$ cat config.mk
export PLATFORM = sky130hd
export DESIGN_NAME = dacc_rule_ladder
export DESIGN_NICKNAME = d
export VERILOG_FILES = /design/src/rtl/dacc_pkg.sv /design/src/rtl/dacc_rule_ladder.sv
export SDC_FILE = /design/constraint.sdc
export NUM_CORES = 1
export LEC_CHECK = 0
export ABC_AREA = 1
export BUFFER_PORTS_ARGS = -buffer_cell sky130_fd_sc_hd__buf_2
export CAP_MARGIN = 25
export CORE_ASPECT_RATIO = 1.5
export CORE_MARGIN = 3
export CORE_UTILIZATION = 35
export DETAILED_ROUTE_END_ITERATION = 10
export GPL_ROUTABILITY_DRIVEN = 0
export PLACE_DENSITY_LB_ADDON = 0.12
export RECOVER_POWER = 100
export SLEW_MARGIN = 25
export SYNTH_ARGS = -nofsm -noshare
export SYNTH_HDL_FRONTEND = slang
export SYNTH_SLANG_ARGS = --single-unit
$ cat constraint.sdc
create_clock -name vclk -period 3.1
set_clock_uncertainty 0.1 [all_clocks]
set_input_delay 0.62 -clock vclk [all_inputs]
set_output_delay 0.62 -clock vclk [all_outputs]
set_load 0.005 [all_outputs]
$ cat src/rtl/dacc_pkg.sv
package dacc_pkg;

    localparam int unsigned ADDR_W   = 64;
    localparam int unsigned VA_W     = 43;
    localparam int unsigned PA_W     = 40;
    localparam int unsigned PG_SHIFT = 13;
    localparam int unsigned MODE_W   = 2;
    localparam int unsigned OPC_W    = 6;
    localparam int unsigned RA_W     = 5;
    localparam int unsigned FLG_W    = 6;
    localparam int unsigned VEC_W    = 16;

    localparam logic [FLG_W-1:0] F_WR    = 6'h01;
    localparam logic [FLG_W-1:0] F_ACV   = 6'h02;
    localparam logic [FLG_W-1:0] F_FONR  = 6'h04;
    localparam logic [FLG_W-1:0] F_FONW  = 6'h08;
    localparam logic [FLG_W-1:0] F_MISS  = 6'h10;
    localparam logic [FLG_W-1:0] F_BADVA = 6'h20;

    localparam logic [MODE_W-1:0] MODE_KERNEL = '0;

    typedef enum logic [2:0] {
        CLS_NONE  = 3'd0,
        CLS_ALIGN = 3'd1,
        CLS_PAGE  = 3'd2,
        CLS_ACV   = 3'd3,
        CLS_MISS  = 3'd4,
        CLS_DMISS = 3'd5
    } fault_cls_e;

    typedef struct packed {
        fault_cls_e       cls;
        logic [FLG_W-1:0] flags;
    } chk_res_t;

    function automatic logic [VEC_W-1:0] cls_vector(fault_cls_e c);
        case (c)
            CLS_ALIGN: return 16'h0301;
            CLS_PAGE:  return 16'h0381;
            CLS_ACV:   return 16'h0381;
            CLS_MISS:  return 16'h0201;
            CLS_DMISS: return 16'h0281;
            default:   return '0;
        endcase
    endfunction

endpackage

$ cat src/rtl/dacc_rule_ladder.sv
module dacc_rule_ladder
    import dacc_pkg::*;
#(
    parameter int unsigned AW  = ADDR_W,
    parameter int unsigned PW  = PA_W,
    parameter int unsigned PGS = PG_SHIFT,
    parameter int unsigned MW  = MODE_W,
    localparam int unsigned NMODE = 1 << MW,
    localparam int unsigned PPN_W = PW - PGS
) (
    input  logic [AW-1:0]    va,
    input  logic             misalign,
    input  logic             va_ok,
    input  logic             superpg,
    input  logic             is_wr,
    input  logic             is_pte,
    input  logic [MW-1:0]    mode,
    input  logic             hit,
    input  logic [PPN_W-1:0] ppn,
    input  logic [NMODE-1:0] rd_en,
    input  logic [NMODE-1:0] wr_en,
    input  logic             fonr,
    input  logic             fonw,
    output chk_res_t         res,
    output logic [PW-1:0]    pa
);
    logic [FLG_W-1:0] wrf;

    always_comb begin
        wrf       = is_wr ? F_WR : '0;
        res.cls   = CLS_NONE;
        res.flags = '0;
        pa        = '0;
        if (misalign) begin
            res.cls   = CLS_ALIGN;
            res.flags = wrf;
        end else if (!va_ok) begin
            res.cls   = CLS_PAGE;
            res.flags = wrf | F_BADVA | F_ACV;
        end else if (superpg) begin
            if (mode != MODE_KERNEL) begin
                res.cls   = CLS_ACV;
                res.flags = wrf | F_ACV;
            end else begin
                pa = va[PW-1:0];
            end
        end else if (!hit) begin
            res.cls   = is_pte ? CLS_DMISS : CLS_MISS;
            res.flags = wrf | F_MISS;
        end else if (is_wr) begin
            if (!wr_en[mode]) begin
                res.cls   = CLS_PAGE;
                res.flags = F_WR | F_ACV | (fonw ? F_FONW : '0);
            end else if (fonw) begin
                res.cls   = CLS_PAGE;
                res.flags = F_WR | F_FONW;
            end else begin
                pa = {ppn, va[PGS-1:0]};
            end
        end else begin
            if (!rd_en[mode]) begin
                res.cls   = CLS_ACV;
                res.flags = F_ACV | (fonr ? F_FONR : '0);
            end else if (fonr) begin
                res.cls   = CLS_PAGE;
                res.flags = F_FONR;
            end else begin
                pa = {ppn, va[PGS-1:0]};
            end
        end
    end
endmodule

==> reports/qor.yml <==
critical_path:
  worst-path-buf-inv: 5
  crit_arrival_ns: 2.06
  crit_chain: "clkbuf_1, inv_1, a21oi_1, clkinv_1, nand3_1, nor2_8, nand2_8, clkbuf_2, nor2_4, buf_2"
  cpPeakStageDelay_ns: 0.28
  critPathCaptureType: "output port"
  crit_path_start: "superpg"
  cp.required_ns: 2.38
  critPathTopFamily: "buffers and inverters"
  crit_path_max_fanout: 22
  crit_type: "in -> out"
  critPathSlowestCell: "clkbuf_2"
  critPathLaunchType: "primary input"
  cp.depth: 10
global_routing:
  antenna_found_initial: 0
  grt_pass1_wl_um: 5150
  grt_usage: 0.162
  grt_pass1_vias: 1223
  grt_max_degree: 30
  grt.overflow.total: 0
power:
  ir_drop_mv: 0.0550
  leakagePower_nw: 1.03
  power-per-cell-area_nw_per_um2: 108
synthesis:
  syn-cell-area_um2: 1110
  syn-num-nets: 253
  synth_seq_area_share: 0
  yosysWarnings: 0
  synth_cells: 144
  avgSynthCellArea_um2: 7.74
  synth.distinct_cells: 24
final_layout:
  final_common_cell: "buf_2"
  finalNonFillerCells: 314
  clock_buffers: 0
  diodes: 0
  nNetsFinal: 386
  ff_latch_area_um2: 0
  seq_cells: 0
  drive_gt1_frac: 0.505
  final_cell_mix: "buf_2 (107), inv_1 (29), mux2i_1 (26), clkbuf_1 (26), nor2_1 (22)"
  syn_to_final_growth_pct: 48.5
min_path:
  min_path_cells: 4
  worstHoldPathType: "in -> out"
  hold_start: "va[2]"
sta:
  tightest_slew_ns: 0.452
  finalCriticalPeriod_ns: 2.78
  setup_tns_ns: 0
  rsz0062_at_grt: "no"
  hold_violations: 0
  finalMaxSlewViolations: 0
  post-route-period-util: 0.897
  fmax_mhz: 360
  relSlewSlack: 0.699
  setup_viol: 0
detailed_routing:
  drcViolationCount: 0
  routed_wl_um: 3550
  dr.pass1.iters: 4
  vias: 1382
  drt_iter0_drc: 15
  ant_nets: 0
  viasPerCell: 4.40
  wl_per_cell_um: 11.3
die:
  ios: 158
  dieArea_um2: 3910
  rows: 24
  die_y_um: 75.1
  initial_core_util: 0.375
  die_w_um: 52.1
  core_area_um2: 2970
clock_tree:
  post-cts-setup-buffers: 0
  ctsHoldBuffers: 0
  cts_resized: 0
placed_design:
  io_buffers: 134
  dpl.cell_count: 314
  hpwlAfterDp_um: 3140
run:
  max_cap_violations: 0
status:
  status: "completed"
routing by layer:
metal / GRT usage / wire length, µm / part of all wire / up-vias
met3: 0.0178 / 315 / 0.089 / 0
li1: - / - / - / 719
met4: 0 / 0 / 0 / 0
met1: 0.181 / 1260 / 0.35 / 589
met5: 0 / 0 / 0 / -
met2: 0.336 / 1980 / 0.56 / 74
synthesized netlist by cell type (all sizes together):
master  number  share of area
nor4         2          0.011
nand2       13          0.061
o21ai        1         0.0045
nand4        2          0.017
mux2i       26           0.23
inv         31           0.10
nand3       14          0.099
buf          7          0.076
nor2        41           0.35
nor3         1         0.0045
a21oi        4          0.021
a31oi        1         0.0056
a22o         1         0.0079
through the flow:
step | util | hold slack (ns) | power (W) | setup WS, ns | instance area [µm²]
CTS | 0.603 | 1.41 | 0.000195 | 0.422 | 1790
floorplan | - | 1.17 | 0.000116 | 0.943 | 1110
global placement | 0.603 | 1.41 | 0.000193 | 0.419 | 1790
finish | 0.557 | 1.40 | 0.000178 | 0.320 | 1660
global route | 0.557 | 1.42 | 0.000197 | 0.175 | 1660
detailed placement | 0.603 | 1.41 | 0.000195 | 0.423 | 1790
cells by family after synthesis:
group / after synthesis / share of synthesized area
and+or+nand+nor: 73 / 0.547
AOI/OAI and AO/OA: 7 / 0.0393
muxes: 26 / 0.233
buffers and inverters: 38 / 0.181
layout make-up:
type | instances | area (µm²)
well taps | 39 | 48.8
inverters | 31 | 116
repair buffers | 138 | 676
fillers | 342 | 1320
multi-input cells | 106 | 815
power breakdown:
group          internal (W)  switching [W]  leakage, nW  total (W)
sequential                0              0            0          0
clock                     0              0            0          0
combinational     0.0000857      0.0000924         1.03   0.000178
total             0.0000857      0.0000924         1.03   0.000178
worst paths after layout:
check / endpoint / slack [ns]
worst min-delay path: pa[2] / 1.40
worst max-delay path: pa[13] / 0.32
(Power assumes the default switching activity.)
